**src/rtl/vtag_pkg.sv**
```systemverilog
package vtag_pkg;

  localparam int BYTE_W    = 8;
  localparam int TAG_BYTES = 4;
  localparam int TAG_IDX_W = $clog2(TAG_BYTES);

  typedef struct packed {
    logic [BYTE_W-1:0] data;
    logic              sop;
    logic              eop;
  } vt_beat_t;

  typedef enum logic {
    ST_PASS = 1'b0,
    ST_TAG  = 1'b1
  } vt_state_e;

  // Byte k of the inserted tag: protocol id high, low, control high, low.
  function automatic logic [BYTE_W-1:0] tag_byte(
    input logic [TAG_IDX_W-1:0] idx,
    input logic [15:0]          tpid,
    input logic [15:0]          tci
  );
    logic [BYTE_W-1:0] b;
    case (idx)
      2'd0:    b = tpid[15:8];
      2'd1:    b = tpid[7:0];
      2'd2:    b = tci[15:8];
      default: b = tci[7:0];
    endcase
    return b;
  endfunction

endpackage

```
**src/rtl/vtag_ctx.sv**
```systemverilog
// Per-frame context: sideband capture and byte position tracking.
module vtag_ctx #(
  parameter int PRE_BYTES = 12,
  parameter int TCI_W     = 16
) (
  input  logic             clk,
  input  logic             rst_n,
  input  logic             beat_fire,
  input  logic             in_sop,
  input  logic             in_tag_en,
  input  logic [TCI_W-1:0] in_tci,
  output logic             cur_en,
  output logic             at_insert,
  output logic [TCI_W-1:0] held_tci
);

  localparam int               POS_W    = $clog2(PRE_BYTES + 1);
  localparam logic [POS_W-1:0] LAST_PRE = POS_W'(PRE_BYTES - 1);
  localparam logic [POS_W-1:0] POS_SAT  = POS_W'(PRE_BYTES);

  logic             en_q,  en_d;
  logic [TCI_W-1:0] tci_q, tci_d;
  logic [POS_W-1:0] pos_q, pos_d;
  logic [POS_W-1:0] pos_now;

  // The start beat uses its own sideband; later beats use the held copy.
  always_comb begin
    pos_now   = in_sop ? '0 : pos_q;
    cur_en    = in_sop ? in_tag_en : en_q;
    at_insert = (pos_now == LAST_PRE);
    held_tci  = tci_q;
  end

  always_comb begin
    en_d  = en_q;
    tci_d = tci_q;
    pos_d = pos_q;
    if (in_sop) begin
      en_d  = in_tag_en;
      tci_d = in_tci;
    end
    if (pos_now == POS_SAT) begin
      pos_d = POS_SAT;
    end else begin
      pos_d = pos_now + POS_W'(1);
    end
  end

  always_ff @(posedge clk or negedge rst_n) begin
    if (!rst_n) begin
      en_q  <= 1'b0;
      tci_q <= '0;
      pos_q <= '0;
    end else if (beat_fire) begin
      en_q  <= en_d;
      tci_q <= tci_d;
      pos_q <= pos_d;
    end
  end

endmodule

```
**src/rtl/vtag_seq.sv**
```systemverilog
// Tag emission sequencer: pass-through or tag-byte phase.
module vtag_seq
  import vtag_pkg::*;
(
  input  logic                 clk,
  input  logic                 rst_n,
  input  logic                 trigger,
  input  logic                 trigger_eop,
  input  logic                 advance,
  output logic                 tag_active,
  output logic [TAG_IDX_W-1:0] tag_idx,
  output logic                 tag_eop
);

  localparam logic [TAG_IDX_W-1:0] IDX_LAST = TAG_IDX_W'(TAG_BYTES - 1);

  vt_state_e            st_q,   st_d;
  logic [TAG_IDX_W-1:0] idx_q,  idx_d;
  logic                 eop_q,  eop_d;
  logic                 upd;

  always_comb begin
    st_d  = st_q;
    idx_d = idx_q;
    eop_d = eop_q;
    upd   = 1'b0;
    case (st_q)
      ST_PASS: begin
        if (trigger) begin
          st_d  = ST_TAG;
          idx_d = '0;
          eop_d = trigger_eop;
          upd   = 1'b1;
        end
      end
      default: begin
        if (advance) begin
          upd = 1'b1;
          if (idx_q == IDX_LAST) begin
            st_d  = ST_PASS;
            idx_d = '0;
            eop_d = 1'b0;
          end else begin
            idx_d = idx_q + TAG_IDX_W'(1);
          end
        end
      end
    endcase
  end

  always_ff @(posedge clk or negedge rst_n) begin
    if (!rst_n) begin
      st_q  <= ST_PASS;
      idx_q <= '0;
      eop_q <= 1'b0;
    end else if (upd) begin
      st_q  <= st_d;
      idx_q <= idx_d;
      eop_q <= eop_d;
    end
  end

  always_comb begin
    tag_active = (st_q == ST_TAG);
    tag_idx    = idx_q;
    tag_eop    = eop_q && (idx_q == IDX_LAST);
  end

endmodule

```
**src/rtl/vtag_out_stage.sv**
```systemverilog
// Output holding register with valid/ready flow control.
module vtag_out_stage
  import vtag_pkg::*;
(
  input  logic     clk,
  input  logic     rst_n,
  input  logic     src_valid,
  input  vt_beat_t src_beat,
  input  logic     out_ready,
  output logic     can_load,
  output logic     out_valid,
  output vt_beat_t out_beat
);

  logic     v_q,    v_d;
  vt_beat_t beat_q, beat_d;
  logic     beat_en;

  always_comb begin
    can_load = !v_q || out_ready;
    v_d      = src_valid;
    beat_d   = src_beat;
    beat_en  = can_load && src_valid;
  end

  always_ff @(posedge clk or negedge rst_n) begin
    if (!rst_n) begin
      v_q <= 1'b0;
    end else if (can_load) begin
      v_q <= v_d;
    end
  end

  always_ff @(posedge clk or negedge rst_n) begin
    if (!rst_n) begin
      beat_q <= '0;
    end else if (beat_en) begin
      beat_q <= beat_d;
    end
  end

  always_comb begin
    out_valid = v_q;
    out_beat  = beat_q;
  end

endmodule

```
**src/rtl/vtag_inserter.sv**
```systemverilog
// Streaming 802.1Q tag inserter, one byte per beat.
module vtag_inserter
  import vtag_pkg::*;
#(
  parameter int          PRE_BYTES = 12,
  parameter logic [15:0] TPID      = 16'h8100
) (
  input  logic              clk,
  input  logic              rst_n,
  input  logic              in_valid,
  output logic              in_ready,
  input  logic [BYTE_W-1:0] in_data,
  input  logic              in_sop,
  input  logic              in_eop,
  input  logic              in_tag_en,
  input  logic [15:0]       in_tci,
  output logic              out_valid,
  input  logic              out_ready,
  output logic [BYTE_W-1:0] out_data,
  output logic              out_sop,
  output logic              out_eop
);

  logic                 cur_en;
  logic                 at_insert;
  logic [15:0]          held_tci;
  logic                 tag_active;
  logic [TAG_IDX_W-1:0] tag_idx;
  logic                 tag_eop;
  logic                 can_load;
  logic                 beat_fire;
  logic                 trigger;
  logic                 advance;
  logic                 src_valid;
  vt_beat_t             src_beat;
  vt_beat_t             out_beat;

  always_comb begin
    in_ready  = can_load && !tag_active;
    beat_fire = in_valid && in_ready;
    trigger   = beat_fire && cur_en && at_insert;
    advance   = tag_active && can_load;
  end

  // Source select: tag bytes while the sequencer is active, else input.
  always_comb begin
    if (tag_active) begin
      src_valid     = 1'b1;
      src_beat.data = tag_byte(tag_idx, TPID, held_tci);
      src_beat.sop  = 1'b0;
      src_beat.eop  = tag_eop;
    end else begin
      src_valid     = in_valid;
      src_beat.data = in_data;
      src_beat.sop  = in_sop;
      src_beat.eop  = in_eop && !(cur_en && at_insert);
    end
  end

  vtag_ctx #(
    .PRE_BYTES (PRE_BYTES),
    .TCI_W     (16)
  ) u_ctx (
    .clk       (clk),
    .rst_n     (rst_n),
    .beat_fire (beat_fire),
    .in_sop    (in_sop),
    .in_tag_en (in_tag_en),
    .in_tci    (in_tci),
    .cur_en    (cur_en),
    .at_insert (at_insert),
    .held_tci  (held_tci)
  );

  vtag_seq u_seq (
    .clk         (clk),
    .rst_n       (rst_n),
    .trigger     (trigger),
    .trigger_eop (in_eop),
    .advance     (advance),
    .tag_active  (tag_active),
    .tag_idx     (tag_idx),
    .tag_eop     (tag_eop)
  );

  vtag_out_stage u_out (
    .clk       (clk),
    .rst_n     (rst_n),
    .src_valid (src_valid),
    .src_beat  (src_beat),
    .out_ready (out_ready),
    .can_load  (can_load),
    .out_valid (out_valid),
    .out_beat  (out_beat)
  );

  always_comb begin
    out_data = out_beat.data;
    out_sop  = out_beat.sop;
    out_eop  = out_beat.eop;
  end

endmodule

```
**config.mk**
```make
export PLATFORM = sky130hd
export DESIGN_NAME = vtag_inserter
export DESIGN_NICKNAME = d
export VERILOG_FILES = /design/src/rtl/vtag_pkg.sv /design/src/rtl/vtag_ctx.sv /design/src/rtl/vtag_seq.sv /design/src/rtl/vtag_out_stage.sv /design/src/rtl/vtag_inserter.sv
export SDC_FILE = /design/constraint.sdc
export NUM_CORES = 1
export LEC_CHECK = 0
export ABC_AREA = 1
export BUFFER_PORTS_ARGS = -buffer_cell sky130_fd_sc_hd__buf_4
export CORE_AREA = 2 2 61 63
export CTS_BUF_LIST = sky130_fd_sc_hd__clkbuf_4
export DETAILED_ROUTE_END_ITERATION = 12
export DIE_AREA = 0 0 63 65
export PLACE_DENSITY = 0.79
export SLEW_MARGIN = 10
export SYNTH_ARGS = -nofsm -noshare
export SYNTH_HDL_FRONTEND = slang
export SYNTH_SLANG_ARGS = --single-unit
export TNS_END_PERCENT = 1
```
**constraint.sdc**
```tcl
create_clock -name clk -period 3 [get_ports clk]
set_input_delay 0.15 -clock clk [delete_from_list [all_inputs] [get_ports clk]]
set_output_delay 0.15 -clock clk [all_outputs]
set_load 0.005 [all_outputs]
```
[Word-level counts from Yosys, hierarchy flattened]
Cells that the tools add are included.
Storage, ports and cells
  flip-flop bits (word level): 36
  bits in latches: 0
  bits in writable memories: 0
  memory bits (read-only): 0
  output and inout bits: 12
  word-level logic and storage cells: 57
  memories kept: 0
Cells by class
  add/sub/neg operators: 2
  multiply operators: 0
  divide/modulo/power cells: 0
  magnitude comparators: 0
  eq/ne operators: 7
  shift-type cells: 0
  muxes and demuxes: 20
  bitwise logic cells: 0
  reduce and logical (&&, ||, !) cells: 18
Operators with widths (number)
  one-hot mux 8 bit (3 select lines): 1
  2-to-1 mux 1 bit: 12
  2-to-1 mux 10 bit: 1
  logical AND 1 bit: 9
  == test 4 bit, second input constant: 2
  2-to-1 mux 2 bit: 4
  2-to-1 mux 4 bit: 2
  adder 4 x 1 -> 4 bit, second input constant: 1
  == test 2 bit, second input constant: 2
  != test 2 bit, second input constant: 2
  AND reduction 4 bit: 1
  zero test 1 bit: 3
  AND reduction 3 bit: 1
  adder 2 x 1 -> 2 bit, second input constant: 1
  == test 2 x 1 -> 1 bit, second input constant: 1
  zero test 2 bit: 1
  AND reduction 2 bit: 1
  nonzero test 2 bit: 1
  logical OR 1 bit: 1

[Logic depth before layout (Yosys ltp)]
Gate-level depths: netlist of the first run.
  depth after elaboration: 9
  depth in mapped cells: 10
  mapped depth without buffers: 10

[Hierarchy]
From an unflattened synthesis of the first run, not the netlist that was laid out.
Unflattened totals
  cells, all modules: 257
  area, all modules: 1910.6 um^2
Modules (own cells, without submodules)
  vtag_ctx: instances 1, cells an instance 114, area an instance 905.9 um^2, sequential area each 525.5 um^2
  vtag_out_stage: instances 1, cells an instance 48, area an instance 455.4 um^2, sequential area each 275.3 um^2
  vtag_inserter: instances 1, cells an instance 70, area an instance 350.3 um^2, sequential area each 0.0 um^2
  vtag_seq: instances 1, cells an instance 25, area an instance 198.9 um^2, sequential area each 100.1 um^2

[Worst setup path after synthesis of the first run]
Ideal clock, no wire load.
  path kind: register to register
  from: reg u_ctx.pos_q[0]
  to: reg u_seq.idx_q[0] (netlist: u_seq.tag_idx[0])
  library setup time: 116 ps
  data arrival time: 1077 ps
  required time: 2884 ps
  path slack: 1806 ps
  stages on the path, launching flop included: 9
  clock period less this slack: 1194 ps
  path through: dfrtp_1 inv_1 nor2_1 ha_1 nand2_1 nor2_1 nand2_1 nand3_1 nand2_1
Between the ends
  word-level cells in the longest chain between the ends: 6
  elaborated cells on any way between the ends: 7
  those cells by class: eq/ne (1); mux (3); reduce/logical (3)
RTL lines
  start, declared: RTL line vtag_ctx.sv:23  | logic [POS_W-1:0] pos_q, pos_d;
  start signal, assigned: RTL line vtag_ctx.sv:57  | pos_q <= pos_d;
  2-to-1 mux 4 bit (*): RTL line vtag_ctx.sv:28  | pos_now = in_sop ? '0 : pos_q;
  == test 4 bit (*): RTL line vtag_ctx.sv:30  | at_insert = (pos_now == LAST_PRE);
  logical AND 1 bit (*): RTL line vtag_inserter.sv:41  | trigger = beat_fire && cur_en && at_insert;
  2-to-1 mux 1 bit: RTL line vtag_seq.sv:29  | if (trigger) begin
  2-to-1 mux 1 bit: RTL line vtag_seq.sv:27  | case (st_q)
  AND reduction 3 bit (no source line) (*)
  end signal, assigned: RTL line vtag_seq.sv:58  | idx_q <= idx_d;
  end, declared: RTL line vtag_seq.sv:18  | logic [TAG_IDX_W-1:0] idx_q, idx_d;
Mark *: on every way between the ends. The rest lies on a longest branch, timed or not.
A chain may end at the register's enable or synchronous reset.

[Worst setup path in the final report of the first run]
  from: reg u_seq.st_q (netlist: u_seq.tag_active)
  to: reg u_out.beat_q (netlist bit u_out.out_beat[6])
Between the ends
  word-level cells in the longest chain between the ends: 2
  elaborated cells on any way between the ends: 3
  those cells by class: mux (2); reduce/logical (1)
RTL lines
  start, declared: RTL line vtag_seq.sv:17  | vt_state_e st_q, st_d;
  start signal, assigned: RTL line vtag_seq.sv:57  | st_q <= st_d;
  2-to-1 mux 1 bit: RTL line vtag_inserter.sv:47  | if (tag_active) begin
  logical AND 1 bit: RTL line vtag_out_stage.sv:23  | beat_en = can_load && src_valid;
  end signal, assigned: RTL line vtag_out_stage.sv:38  | beat_q <= beat_d;
  end, declared: RTL line vtag_out_stage.sv:16  | vt_beat_t beat_q, beat_d;
Several ways; a longest one is shown, not always the timed one.

==> run metrics, run 1 <==
status finished, final reports clean; ys flop type dfrtp_1; Mapped Avg Cell Area 8.124 um2; min Tclk post-route 1476 ps; Max Cap Viol 0; unrepaired setup endpoints after global routing false; Worst slew margin 68.15%; Tcrit/Tclk final 49.19%; drt wl/cell 12.23 um; Synth area leaders dfrtp_1 50%, nand2_1 15%, a21oi_1 7.5%; # port buffers 42; WP data arrival 1700 ps; R2R Path End u_out.out_beat[6]; post_cts resized 0; Starting DRT DRC Count 133; Hold WS 37.86 ps; first-pass GRT wire length 6458 um; total power 1890 uW; Max FO, Critical Path 12; H-Tree Depth 2; Hold Path Cell Cnt 3; Post-route DRC 0; critical path type register to register; Syn-to-layout area delta 21.48%; Max Fclk 677.7 MHz; Post-Syn Nets 259; via count 1568; Comb pwr share 35.9%; top-count cell post-synth nand2_1; Post-CTS Setup Bufs 0; area occupied by multi-input gates 778.2 um2; r2r worst-path depth 4; EDFF count, synth 0; GRT Total Usage 20.42%; worst-path cell chain o21ai_2, inv_2, nor2_1, a21oi_1; synthesis warning total 0; die area 4095 um2; Core Area 3496 um2; I/O Pins 43; Worst Hold End u_ctx.held_tci[5]; power share of the clock group 18.1%; Fin. Hold Viols 0; First-pass DRT Iterations 4; Mapped Area 1812 um2; CP max stage delay 540 ps; Clock Path Buffers 2; worst skew pair latency 330 ps; switching power 695.0 uW; Hold Path Class input pin to register; area leader, netlist dfrtp_1; hold_buf cts 1; Reg clk slew, reported paths 110 ps; switching share of power 36.78%; Post-Route WL 3817 um; CTS Sinks 36; gpl congestion 0.8061; internal power 1195 uW; Register Area 900.9 um2; commonest cells in the synthesized netlist 71 x nand2_1, 36 x dfrtp_1, 27 x a21oi_1, 27 x nand3_1, 14 x nor2_1; HPWL Detailed 2702 um; Peak VDD IR 0.3544 mV; Seq cells post-synth 36; Worst EP required 3220 ps; r2r setup slk 1520 ps; Hold Crit Start in_tci[5]; layout cell share with drive strength beyond 1 23.11%; routed vias/inst 5.026; pwr dens 858.7 nW/um2; Root Buffer clkbuf_4; share of the synthesized area in the top cell type 49.72%; die width 63 um; antenna viol nets, final 0; TNS Setup 0 ps; Crit. End Element register; sequential share of power 46.0%; reg2reg start u_seq.tag_active; Site Rows 22; pins over their slew limit 0; number of global-route vias before repair 1414; top cell family by delay on the critical path flip-flops; Yosys cell types 20; slowest CP cell dfrtp_1; Slew @ Worst Pin 477.8 ps; CTS Buf Count 5; Diodes inserted 0; # setup viols final 0; largest net degree at the start of global routing 37; FFs w/ async S/R, synth 100.0%; Syn Inst Count 223; gr ovfl total 0; Die Y 65 um; fillers 325; CTS tree yes; Setup Skew 8.045 ps; type of origin of the critical path register; buffers and inverters on the worst path 1; nets@finish 299; initial antenna violation count 0; Seq/Total Area, Yosys 49.72%; P_leak 0.001157 uW; Initial Utilization 51.83%
layer usage:
metal | GRT usage, % | part of all wire (%) | vias to the layer above
met5 | 0 | 0 | -
met4 | 8.889 | 1.6 | 0
met3 | 4.340 | 4.5 | 4
met2 | 30.98 | 45 | 42
met1 | 28.28 | 48 | 720
li1 | - | - | 802
flip-flops by register name (all words and copies together) (netlist names):
| signal | count |
|---|---|
| u_ctx.en_q | 1 |
| u_seq.tag_active | 1 |
| u_seq.tag_idx | 2 |
| u_seq.eop_q | 1 |
| u_out.out_beat | 10 |
| u_ctx.pos_q | 4 |
| u_ctx.held_tci | 16 |
| u_out.out_valid | 1 |
area by class of cell:
cell class              count  share of cell area (%)
repair buffers             43                   14.78
clock buffers               6                   2.047
inverters                  15                   2.558
multi-input cells         162                   35.36
clock inverters             2                   1.592
well taps                  48                   2.729
flip-flops and latches     36                   40.93
worst register-to-register path: cells and delay by family (launching register included):
kind	cells	cell delay, ps
AOI/OAI and AO/OA	2	530
buffers and inverters	1	170
DFF	1	540
and+or+nand+nor	1	140
per-stage QoR:
step | util (%) | setup slack (ps) | cell area (um2) | instances
3_5_place_dp | 60.38 | 1539 | 2111 | 303
3_3_place_gp | 60.38 | 1581 | 2111 | 303
6_report | 62.96 | 1524 | 2201 | 312
4_1_cts | 62.96 | 1530 | 2201 | 312
2_1_floorplan | - | 1806 | 1812 | 223
5_1_grt | 62.96 | 1341 | 2201 | 312
power by group through the flow:
| stage | logic, uW | registers (uW) | clock network [uW] |
|---|---|---|---|
| final | 678 | 869 | 343 |
| after global routing | 775 | 901 | 374 |
| after CTS | 686 | 867 | 352 |
| after detailed placement | 681 | 878 | 0 |
| after global placement | 662 | 871 | 0 |
| after floorplan | 481 | 833 | 0 |
worst max-delay path by stage:
stage	from	to	slack, ps	cells past startpoint
2_1_floorplan	u_ctx.pos_q[0]	u_seq.tag_idx[0]	1810	8
6_report	u_seq.tag_active	u_out.out_beat[6]	1520	4
3_5_place_dp	u_seq.tag_active	u_out.out_beat[8]	1540	4
3_3_place_gp	u_seq.tag_active	u_out.out_beat[5]	1580	4
5_1_grt	u_seq.tag_idx[0]	u_out.out_beat[5]	1340	6
4_1_cts	u_seq.tag_active	u_out.out_beat[6]	1530	4
layout by cell type, fill, tap and decap left out, drive strengths merged:
master / synthesis / routed
a21boi: 1 / 1
a21oi: 27 / 27
buf: 9 / 42
bufinv: 0 / 1
clkbuf: 1 / 6
clkinv: 0 / 1
dfrtp: 36 / 36
dlygate4sd3: 0 / 1
ha: 5 / 5
inv: 15 / 15
nand2: 74 / 74
nand3: 27 / 27
nor2: 15 / 15
nor3: 1 / 1
o21ai: 11 / 11
or2: 1 / 1
kinds of logic after synthesis:
kind of cell             synth area share [%]
buffers and inverters                   7.320
adder cells (fa/ha/maj)                 3.453
AO/OA/AOI/OAI                           11.12
flip-flops                              49.72
AND/OR/NAND/NOR                         28.38
Power figures use the tool's default switching activity.
==> run 2, diff against run 1 <==
==> constraint.sdc (replaced) <==
create_clock -name clk -period 1.4 [get_ports clk]
set_input_delay 0.07 -clock clk [delete_from_list [all_inputs] [get_ports clk]]
set_output_delay 0.07 -clock clk [all_outputs]
set_load 0.005 [all_outputs]
==> run 2 against run 1 <==
Effect of this change:
- via count grew 7.5%
- register-to-register slack got worse by 1500 ps
- clock power up 120%
- design area grew 14%
- clock skew is 3.5 ps higher
- largest cell class unchanged
- sequential cell count unchanged
- critical endpoint is now u_out.out_beat[4]
==> run metrics, run 2 (synthesis gave the netlist of run 1 again) <==
status finished, final reports clean; Crit. path cell count 5; Core Area 3496 um2; First-pass DRT Iterations 4; Crit. End Element register; I/O Pins 43; # setup viols final 0; number of global-route vias before repair 1661; Site Rows 22; highest-count cells in the layout ignoring fill and taps 70 x nand2_1, 47 x buf_4, 34 x dfrtp_1; GRT Total Usage 23.03%; die area 4095 um2; Fin. Hold Viols 0; Die Y 65 um; Post-CTS Setup Bufs 0; P_leak 0.001281 uW; Max Cap Viol 0; drt wl/cell 12.42 um; TNS Setup 0 ps; antenna viol nets, final 0; gpl congestion 0.7366; Final Instance Area 2511 um2; buffers and inverters on the worst path 1; max reg flops 16; Hold Path Cell Cnt 3; Placement Cell Area 2148 um2; CP max stage delay 430 ps; Layout Utilization 71.83%; Worst EP required 1690 ps; slowest CP cell dfrtp_2; layout cell share with drive strength beyond 1 24.49%; Syn-to-layout area delta 38.61%; Post-Route WL 4247 um; first-pass GRT wire length 7258 um; HPWL Detailed 2815 um; nets@finish 329; Worst slew margin 69.76%; Max Fclk 752.8 MHz; Slew @ Worst Pin 453.6 ps; Placed Cells incl. Taps 308; non-filler cells in the finished layout 342; Diodes inserted 0; Tcrit/Tclk final 94.88%; Clock Path Buffers 2; R2R Path End u_out.out_beat[4]; Max FO, Critical Path 14; Root Buffer clkbuf_4; Post-route DRC 0; top cell family by delay on the critical path compound AO/OA/AOI/OAI gates; min Tclk post-route 1328 ps; Peak VDD IR 0.9022 mV; r2r worst-path depth 5; pwr dens 1680 nW/um2; Setup Skew 11.58 ps; WP data arrival 1610 ps; worst skew pair latency 350 ps; Worst Hold End u_out.out_beat[2]; gr ovfl total 0; routed vias/inst 4.930; worst-path cell chain ha_1, inv_2, a21oi_1, o21ai_0, a21oi_1; crit-path most repeated cell a21oi_1; CTS Buf Count 5; H-Tree Depth 2; most common cell after layout, fill and taps aside nand2_1; via count 1686; pins over their slew limit 0; critical path type register to register; Starting DRT DRC Count 62; Hold Path Class input pin to register; initial antenna violation count 0; r2r setup slk 70 ps; unrepaired setup endpoints after global routing true; largest net degree at the start of global routing 37; die width 63 um; CTS tree yes; reg2reg start u_seq.tag_idx[1]; Reg clk slew, reported paths 120 ps; # port buffers 42; Hold Crit Start in_data[0]; type of origin of the critical path register; Initial Utilization 51.83%; CTS Sinks 36
run 2: cell types whose count changed in the layout (fill, tap and decap cells not counted), moves of 2 or more:
cell           previous run  this run
dlygate4sd3_1             1        26
buf_4                    42        47
dfrtp_1                  36        34
dfrtp_2                   0         2
nor2_1                   14        12
nor2_2                    0         2
run 2: worst max path at each step:
stage | from | to | slack, ps
6_report | u_seq.tag_idx[1] | u_out.out_beat[4] | 70
5_1_grt | u_seq.tag_idx[0] | u_out.out_beat[2] | -30
4_1_cts | u_ctx.pos_q[0] | u_seq.tag_idx[1] | 50
3_5_place_dp | u_ctx.pos_q[0] | u_seq.tag_idx[1] | 70
3_3_place_gp | u_seq.tag_idx[0] | u_out.out_beat[2] | 100
2_1_floorplan | u_ctx.pos_q[0] | u_seq.tag_idx[0] | 210
run 2: layout make-up:
type	instances	area [um2]
flip-flops and latches	36	903.4
clock buffers	5	37.54
multi-input cells	162	798.3
fillers	271	984.7
clock inverters	3	42.54
inverters	15	56.30
well taps	48	60.06
repair buffers	73	613.1
run 2: tightest hold or removal path, delay by kind of cell:
| kind | cells | cell delay, ps |
|---|---|---|
| AOI/OAI and AO/OA | 2 | 190 |
| buffers and inverters | 1 | 80 |
run 2: layer usage:
metal | track usage [%] | wire length (um) | share of wire (%)
met1 | 29.66 | 1893 | 45
met2 | 38.56 | 2103 | 50
met3 | 3.125 | 202 | 4.8
met4 | 10.83 | 48 | 1.1
met5 | 0 | 0 | 0
run 2: stage by stage:
stage          total power [uW]  setup WS [ps]  hold slack, ps
2_1_floorplan              2815          206.1          -225.6
5_1_grt                    4571         -26.44           50.50
4_1_cts                    4194          50.42           6.152
3_3_place_gp               3316          98.14           48.45
3_5_place_dp               3394          71.72           52.07
6_report                   4218          71.66           24.88
run 2: report_power, final:
| part | internal, uW | switching [uW] | leakage (uW) |
|---|---|---|---|
| Clock | 372 | 367 | 0.0000412 |
| Combinational | 741 | 839 | 0.000800 |
| Sequential | 1530 | 367 | 0.000440 |
run 2: repair_timing:
action	4_1_cts	5_1_grt
hold buffers	26	0
hold endpoints to repair	60	0
gates resized for setup	0	7
setup endpoints to repair	0	12
